`config.mk`:
```
export PLATFORM = sky130hd
export DESIGN_NAME = mce_encoder
export DESIGN_NICKNAME = d
export VERILOG_FILES = /design/src/rtl/mce_pkg.sv /design/src/rtl/mce_prescaler.sv /design/src/rtl/mce_sequencer.sv /design/src/rtl/mce_line.sv /design/src/rtl/mce_encoder.sv
export SDC_FILE = /design/constraint.sdc
export NUM_CORES = 1
export LEC_CHECK = 0
export CAP_MARGIN = 40
export CORE_MARGIN = 2
export CORE_UTILIZATION = 43
export DETAILED_ROUTE_END_ITERATION = 8
export GPL_ROUTABILITY_DRIVEN = 1
export HOLD_SLACK_MARGIN = 0.05
export SKIP_LAST_GASP = 1
export SYNTH_ARGS = -nofsm -noshare
export SYNTH_HDL_FRONTEND = slang
export SYNTH_SLANG_ARGS = --single-unit
```
`constraint.sdc`:
```
create_clock -name clk -period 2.4 [get_ports clk]
set_input_delay 0.48 -clock clk [delete_from_list [all_inputs] [get_ports clk]]
set_output_delay 0.48 -clock clk [all_outputs]
set_load 0.02 [all_outputs]
```
`src/rtl/mce_pkg.sv`:
```
package mce_pkg;
  // bit times occupied by the sync mark
  localparam int SYNC_SLOTS = 3;

  typedef enum logic [1:0] {
    SEG_IDLE,
    SEG_SYNC,
    SEG_DATA,
    SEG_PAR
  } seg_e;
endpackage

```
`src/rtl/mce_prescaler.sv`:
```
module mce_prescaler #(
  parameter int DIV = 6
) (
  input  logic clk,
  input  logic mrst,
  output logic tick
);
  generate
    if (DIV <= 1) begin : g_bypass
      assign tick = 1'b1;
    end else begin : g_count
      localparam int CW = $clog2(DIV);
      localparam logic [CW-1:0] TOP = CW'(DIV - 1);
      logic [CW-1:0] cnt_q;
      always_ff @(posedge clk) begin
        if (mrst) cnt_q <= '0;
        else if (cnt_q == TOP) cnt_q <= '0;
        else cnt_q <= cnt_q + 1'b1;
      end
      assign tick = (cnt_q == TOP);
    end
  endgenerate
endmodule

```
`src/rtl/mce_sequencer.sv`:
```
module mce_sequencer
  import mce_pkg::*;
#(
  parameter int DATA_W = 16
) (
  input  logic clk,
  input  logic mrst,
  input  logic tick,
  input  logic enable,
  input  logic sync_sel,
  input  logic sdi,
  output logic shift_clk,
  output logic send_data,
  output logic active,
  output logic pos_level
);
  localparam int LAST_SLOT = SYNC_SLOTS + DATA_W;
  localparam int SLOT_W    = $clog2(LAST_SLOT + 1);
  localparam logic [SLOT_W-1:0] S_LAST  = SLOT_W'(LAST_SLOT);
  localparam logic [SLOT_W-1:0] S_SYNCE = SLOT_W'(SYNC_SLOTS);
  localparam logic [SLOT_W-1:0] S_REQ0  = SLOT_W'(SYNC_SLOTS - 1);
  localparam logic [SLOT_W-1:0] S_REQ1  = SLOT_W'(LAST_SLOT - 2);
  localparam logic [SLOT_W:0]   H_SYNC  = (SLOT_W+1)'(SYNC_SLOTS);

  logic              ph_q;     // 0: first half of bit, 1: second half
  logic              busy_q;
  logic              armed_q;
  logic              cmd_q;
  logic              bit_q;
  logic              par_q;
  logic [SLOT_W-1:0] slot_q;
  logic              in_req;
  logic [SLOT_W:0]   half_idx;
  seg_e              seg;

  assign in_req   = busy_q && (slot_q >= S_REQ0) && (slot_q <= S_REQ1);
  assign half_idx = {slot_q, ph_q};

  always_ff @(posedge clk) begin
    if (mrst) begin
      ph_q    <= 1'b0;
      busy_q  <= 1'b0;
      armed_q <= 1'b0;
      cmd_q   <= 1'b0;
      bit_q   <= 1'b0;
      par_q   <= 1'b0;
      slot_q  <= '0;
    end else if (tick) begin
      ph_q <= ~ph_q;
      if (!ph_q) begin
        // falling edge of shift_clk: look at enable
        if (enable && !armed_q && (!busy_q || slot_q == S_LAST))
          armed_q <= 1'b1;
      end else begin
        // rising edge of shift_clk: bit boundary
        if (armed_q) begin
          armed_q <= 1'b0;
          busy_q  <= 1'b1;
          slot_q  <= '0;
          cmd_q   <= sync_sel;
          par_q   <= 1'b1;
        end else if (busy_q) begin
          if (slot_q == S_LAST) busy_q <= 1'b0;
          else slot_q <= slot_q + 1'b1;
          if (in_req) begin
            bit_q <= sdi;
            par_q <= par_q ^ sdi;
          end
        end
      end
    end
  end

  always_comb begin
    if (!busy_q)              seg = SEG_IDLE;
    else if (slot_q < S_SYNCE) seg = SEG_SYNC;
    else if (slot_q < S_LAST)  seg = SEG_DATA;
    else                       seg = SEG_PAR;
  end

  always_comb begin
    unique case (seg)
      SEG_SYNC: pos_level = ((half_idx < H_SYNC) == cmd_q);
      SEG_DATA: pos_level = bit_q ^ ph_q;
      SEG_PAR:  pos_level = par_q ^ ph_q;
      default:  pos_level = 1'b0;
    endcase
  end

  assign active    = (seg != SEG_IDLE);
  assign shift_clk = ~ph_q;
  assign send_data = in_req;
endmodule

```
`src/rtl/mce_line.sv`:
```
module mce_line (
  input  logic clk,
  input  logic mrst,
  input  logic active,
  input  logic pos_level,
  input  logic oinh_n,
  output logic one_n,
  output logic zero_n
);
  logic drive;
  assign drive = active && oinh_n;

  always_ff @(posedge clk) begin
    if (mrst) begin
      one_n  <= 1'b1;
      zero_n <= 1'b1;
    end else begin
      one_n  <= ~(drive &&  pos_level);
      zero_n <= ~(drive && !pos_level);
    end
  end
endmodule

```
`src/rtl/mce_encoder.sv`:
```
module mce_encoder #(
  parameter int DATA_W = 16,
  parameter int DIV    = 6
) (
  input  logic clk,
  input  logic mrst,
  input  logic enable,
  input  logic sync_sel,
  input  logic sdi,
  input  logic oinh_n,
  output logic shift_clk,
  output logic send_data,
  output logic bip_one_n,
  output logic bip_zero_n
);
  logic tick;
  logic active;
  logic pos_level;

  mce_prescaler #(.DIV(DIV)) presc_i (
    .clk  (clk),
    .mrst (mrst),
    .tick (tick)
  );

  mce_sequencer #(.DATA_W(DATA_W)) seq_i (
    .clk       (clk),
    .mrst      (mrst),
    .tick      (tick),
    .enable    (enable),
    .sync_sel  (sync_sel),
    .sdi       (sdi),
    .shift_clk (shift_clk),
    .send_data (send_data),
    .active    (active),
    .pos_level (pos_level)
  );

  mce_line line_i (
    .clk       (clk),
    .mrst      (mrst),
    .active    (active),
    .pos_level (pos_level),
    .oinh_n    (oinh_n),
    .one_n     (bip_one_n),
    .zero_n    (bip_zero_n)
  );
endmodule

```
# --- After elaboration in Yosys (flattened, before gate mapping) ---
# Index checks and enable logic that the tools add are counted.
word_totals:
  output_inout_bits: 4
  elab_cells: 68
  in_bits: 6
  reg_bits: 16
classes:
  magnitude_cmp: 5
  reduce_logical: 22
  add_sub_neg: 2
  muxes: 15
  eq_ne: 7
  bitwise_logic: 7
ops:
  columns: ["operator", "n"]
  rows:
  - ["2-to-1 mux 5 bit", 3]
  - ["2-to-1 mux 1 bit", 9]
  - ["AND reduction 4 bit", 2]
  - ["nonzero test 2 bit", 4]
  - ["logical AND 1 bit", 7]
  - ["less-than comparator 6 x 2 -> 1 bit, second input constant", 1]
  - ["adder 5 x 1 -> 5 bit, second input constant", 1]
  - ["equality test 5 bit, second input constant", 1]
  - ["greater-or-equal comparator 5 x 2 -> 1 bit, second input constant", 1]
  - ["less-or-equal comparator 5 bit, second input constant", 1]
  - ["less-than comparator 5 x 2 -> 1 bit, second input constant", 1]
  - ["less-than comparator 5 bit, second input constant", 1]
  - ["AND reduction 5 bit", 1]
  - ["equality test 2 bit, second input constant", 2]
  - ["2-to-1 mux 2 bit", 2]
  - ["inverter 1 bit", 4]
  - ["AND reduction 2 bit", 2]
  - ["adder 3 x 1 -> 3 bit, second input constant", 1]
  - ["equality test 3 bit, second input constant", 1]
  - ["zero test 1 bit", 3]
  - ["one-hot mux 1 bit (3 select lines)", 1]
  - ["AND reduction 3 bit", 1]
  - ["bitwise XOR 1 bit", 3]
  - ["equality test 2 x 1 -> 1 bit, second input constant", 1]
  - ["other kinds (4)", 4]

# --- Logic depth before layout (Yosys ltp) ---
depth:
  word_depth: 9
  ltp_mapped: 7
  mapped_depth_nobuf: 6

# --- Hierarchy ---
# A second synthesis with hierarchy kept.
unflattened:
  hier_cells: 110
  area_unflattened_um2: 917.1
by_module_without_submodules:
  columns: ["module", "area_each_um2", "cells_each", "n_inst", "seq_area_each_um2"]
  rows:
  - ["mce_sequencer", 723.2, 93, 1, 220.2]
  - ["mce_prescaler", 133.9, 13, 1, 60.1]
  - ["mce_line", 60.1, 4, 1, 40.0]

# --- Least setup slack after synthesis ---
# OpenSTA, ideal clock, no wires.
synth_path:
  path_type: "register to output"
  from: "register seq_i.slot_q[0]"
  to: "output send_data"
  path_stages_with_launch: 6
  path_buffers: 0
  slack_ps: 382
  required_ps: 1920
  t_arrival_ps: 1538
  path_cell_list: "dfxtp_1 inv_1 ha_1 or4_4 a32oi_4 inv_1"
synth_via:
  elab_chain_len: 3
  word_cells_on_any_way: 4
  classes_between: "order compare: 2; reduce/logical: 2"
synth_lines:
  columns: ["item", "line", "source"]
  rows:
  - ["from (decl)", "mce_sequencer.sv:31", "logic [SLOT_W-1:0] slot_q;"]
  - ["from (signal assigned)", "mce_sequencer.sv:64", "else slot_q <= slot_q + 1'b1;"]
  - ["greater-or-equal comparator 5 x 2 -> 1 bit", "mce_sequencer.sv:36", "assign in_req = busy_q && (slot_q >= S_REQ0) && (slot_q <= S_REQ1);"]
  - ["logical AND 1 bit", "mce_sequencer.sv:36", null]
  - ["logical AND 1 bit (*)", "mce_sequencer.sv:36", null]
  - ["to (decl)", "mce_encoder.sv:12", "output logic send_data,"]
# Every way passes the cells marked *; elsewhere a longest branch is shown, timed or not.

# --- Worst setup path after layout ---
# Ends and elaborated chain as after synthesis.

==> flow_metrics.py <==
metrics = {
    "placed_design": {
        "dp.cells": 147,
        "place_ws_ps": 64.4,
        "io_buffers": 9,
        "post_dp_cell_area_mm2": 0.00109,
        "gp_congestion": 0.770,
        "dp_hpwl_um": 1500,
    },
    "run": {
        "cap_violations": 0,
    },
    "worst_hold_path": {
        "hold_path_class": "flop to flop",
        "hold_depth": 1,
        "hold_path_end": "presc_i.g_count.cnt_q[0]$_SDFF_PP0_",
        "worstHoldStart": "presc_i.g_count.cnt_q[0]$_SDFF_PP0_",
    },
    "layout": {
        "instances_no_fill": 151,
        "final-seq-area_um2": 322,
        "final_common_cell": "dfxtp_1",
        "multi_input_area_um2": 557,
        "nets": 136,
        "drive_gt1_frac": 0.177,
        "fin_util": 0.554,
        "final_area_mm2": 0.00112,
        "final_cell_mix": "dfxtp_1, inv_1, nor3_1, a21oi_1, clkdlybuf4s50_1",
        "area_delta_synth_final_pct": 18.7,
        "fillers": 188,
        "num_antenna_cells": 0,
    },
    "sta": {
        "fmax_ghz": 0.441,
        "drv_slew": 0,
        "final.min_clock_period_ps": 2270,
        "hold_viol": 0,
        "tightestPinTransition_ps": 481,
        "post-route-period-util": 0.944,
        "setup_slack_ps": 135,
        "timing.hold.ws_ps": 485,
        "slew_headroom": 0.679,
        "setup_viol": 0,
        "fin_tns_setup_ps": 0,
        "skew_ps": 3.15,
        "rsz0062_at_grt": "false",
    },
    "clock_network": {
        "clockBufferDepth": 2,
        "path_clk_slew_ps": 100,
        "post-cts-setup-buffers": 0,
        "numCtsBuffers": 3,
        "clk_latency_ps": 290,
        "cts.sinks": 16,
        "cts-root-buf": "clkbuf_4",
        "cts_tree": "done",
        "htree_num_levels": 1,
    },
    "global_route": {
        "antenna_found_initial": 0,
        "grt_pass1_vias": 796,
        "grt_pass1_wl_um": 3510,
        "grt_use_total": 0.183,
        "gr-total-overflow": 0,
        "grt_max_degree": 16,
    },
    "critical_path": {
        "end_kind": "output pin",
        "startpoint_type": "flop",
        "cpLargestDelayFamily": "simple AND/OR/NAND/NOR gates",
        "r2r-start": "presc_i.g_count.cnt_q[0]$_SDFF_PP0_",
        "ff2ff_setup_slack_ps": 570,
        "worstPathMaxFanout": 2,
        "cp_common_cell": "inv_1",
        "crit_path_top_delay_cell": "or4_4",
        "critPathKind": "flop to output pin",
        "crit_buf_inv": 3,
        "path_cells": "inv_1 -> ha_1 -> or4_4 -> a32oi_4 -> inv_1 -> buf_2",
        "cp.required_ps": 1920,
        "rr_worst_depth": 5,
        "slowest_delay_ps": 430,
        "arrival_ps": 1790,
        "rr_endpoint": "seq_i.slot_q[2]$_SDFFE_PP0P_",
    },
    "die": {
        "die_w_um": 50.8,
        "fp-row-count": 16,
        "ios": 10,
        "start_util": 0.467,
        "fp.dieH_um": 50.8,
        "coreArea_mm2": 0.00202,
        "die-area_mm2": 0.00258,
    },
    "run_status": {
        "status": "finished, final reports clean",
    },
    "synth": {
        "syn_area_um2": 943,
        "synth_area_leaders": "dfxtp_1, ha_1, a21oi_1, nor3_1, inv_1",
        "yosysSeqAreaShare": 0.340,
        "yosysTopAreaCell": "dfxtp_1",
        "ys_seq_elements": 16,
        "ys_warn_count": 0,
        "netlist.area_leader.share": 0.340,
        "synth_area_per_cell_um2": 8.66,
        "syn_nets": 120,
        "syn_inst": 109,
        "yosysUniqueCellTypes": 40,
    },
    "route": {
        "first_pass_iters": 4,
        "final_antenna_net_count": 0,
        "initialDrtViolationCount": 14,
        "wire_per_inst_um": 13.1,
        "via_per_inst": 5.47,
        "drc": 0,
        "routed_wl_um": 1990,
        "routed-via-count": 826,
    },
    "power_and_ir_drop": {
        "p_total_mw": 0.530,
        "irDropWorstVdd_mv": 0.253,
        "p_leak_nw": 0.437,
        "p_per_area_mw_per_mm2": 474,
    },
}
worst max path at each step:
stage | startpoint | to | slack (ps) | cells after the start
detailed placement | seq_i.slot_q[1]$_SDFFE_PP0P_ | send_data | 60 | 5
finish | seq_i.slot_q[0]$_SDFFE_PP0P_ | send_data | 130 | 6
floorplan | seq_i.slot_q[0]$_SDFFE_PP0P_ | send_data | 380 | 5
global placement | seq_i.slot_q[1]$_SDFFE_PP0P_ | send_data | 90 | 5
CTS | seq_i.slot_q[0]$_SDFFE_PP0P_ | send_data | 30 | 6
global route | seq_i.slot_q[0]$_SDFFE_PP0P_ | send_data | 50 | 6
registers in the layout, summed over array words and instances (netlist names):
| name | count |
|---|---|
| seq_i.ph_q | 1 |
| seq_i.cmd_q | 1 |
| seq_i.bit_q | 1 |
| line_i.one_n | 1 |
| seq_i.armed_q | 1 |
| presc_i.g_count.cnt_q | 3 |
| seq_i.par_q | 1 |
| seq_i.busy_q | 1 |
| line_i.zero_n | 1 |
| seq_i.slot_q | 5 |
worst register-to-register path, delay by kind of cell (launching register included):
| family | cells | cell delay, ps |
|---|---|---|
| AOI/OAI and AO/OA | 1 | 150 |
| DFF | 1 | 380 |
| and+or+nand+nor | 3 | 1020 |
| adders and majority gates | 1 | 210 |
logic make-up (layout without fill, tap and decap cells):
group / after synthesis / after routing / synth area share
compound gates: 29 / 29 / 0.219
xor+xnor: 4 / 4 / 0.0371
fa+ha+maj: 5 / 5 / 0.0663
buf+inv: 14 / 29 / 0.0703
flops: 16 / 16 / 0.340
mux: 4 / 4 / 0.0438
simple gates: 37 / 37 / 0.224
where the power goes:
part / leakage [nW] / internal (mW) / total, mW / switching (mW)
Combinational: 0.286 / 0.0312 / 0.0607 / 0.0294
Sequential: 0.130 / 0.274 / 0.285 / 0.0105
Clock: 0.0210 / 0.0923 / 0.185 / 0.0929
Yosys cell counts, drive strengths merged:
library cell,n
nor3,9
nor4,2
and4bb,1
o21ai,7
and2,1
o31ai,2
or3,3
xor2,2
o31a,1
a21o,1
inv,9
o22ai,1
a21oi,10
a32oi,1
nand3b,1
nor2,7
or4,3
nand4b,1
a211oi,2
mux2i,3
dfxtp,16
o211ai,2
nand2,4
ha,5
and3,1
xnor2,2
o21bai,1
a31oi,1
mux2,1
buf,4
or3b,1
clkbuf,1
nand3,3
repair_timing:
item / CTS / global route
endpoints found under the setup margin: 1 / 1
gates resized for setup: 4 / 1
cloned: 0 / 0
hold buffers: 0 / 0
per-layer routing:
layer	global-route usage	part of all wire
met1	0.238	0.49
met5	0	0
met2	0.292	0.47
met4	0.0856	0.0060
met3	0.0351	0.036
cell type report:
type                    count  share of cell area
repair buffers             16               0.123
flip-flops and latches     16               0.287
multi-input cells          79               0.497
inverters                   9              0.0302
well taps                  27              0.0302
clock buffers               4              0.0324
Power figures use the tool's default switching activity.
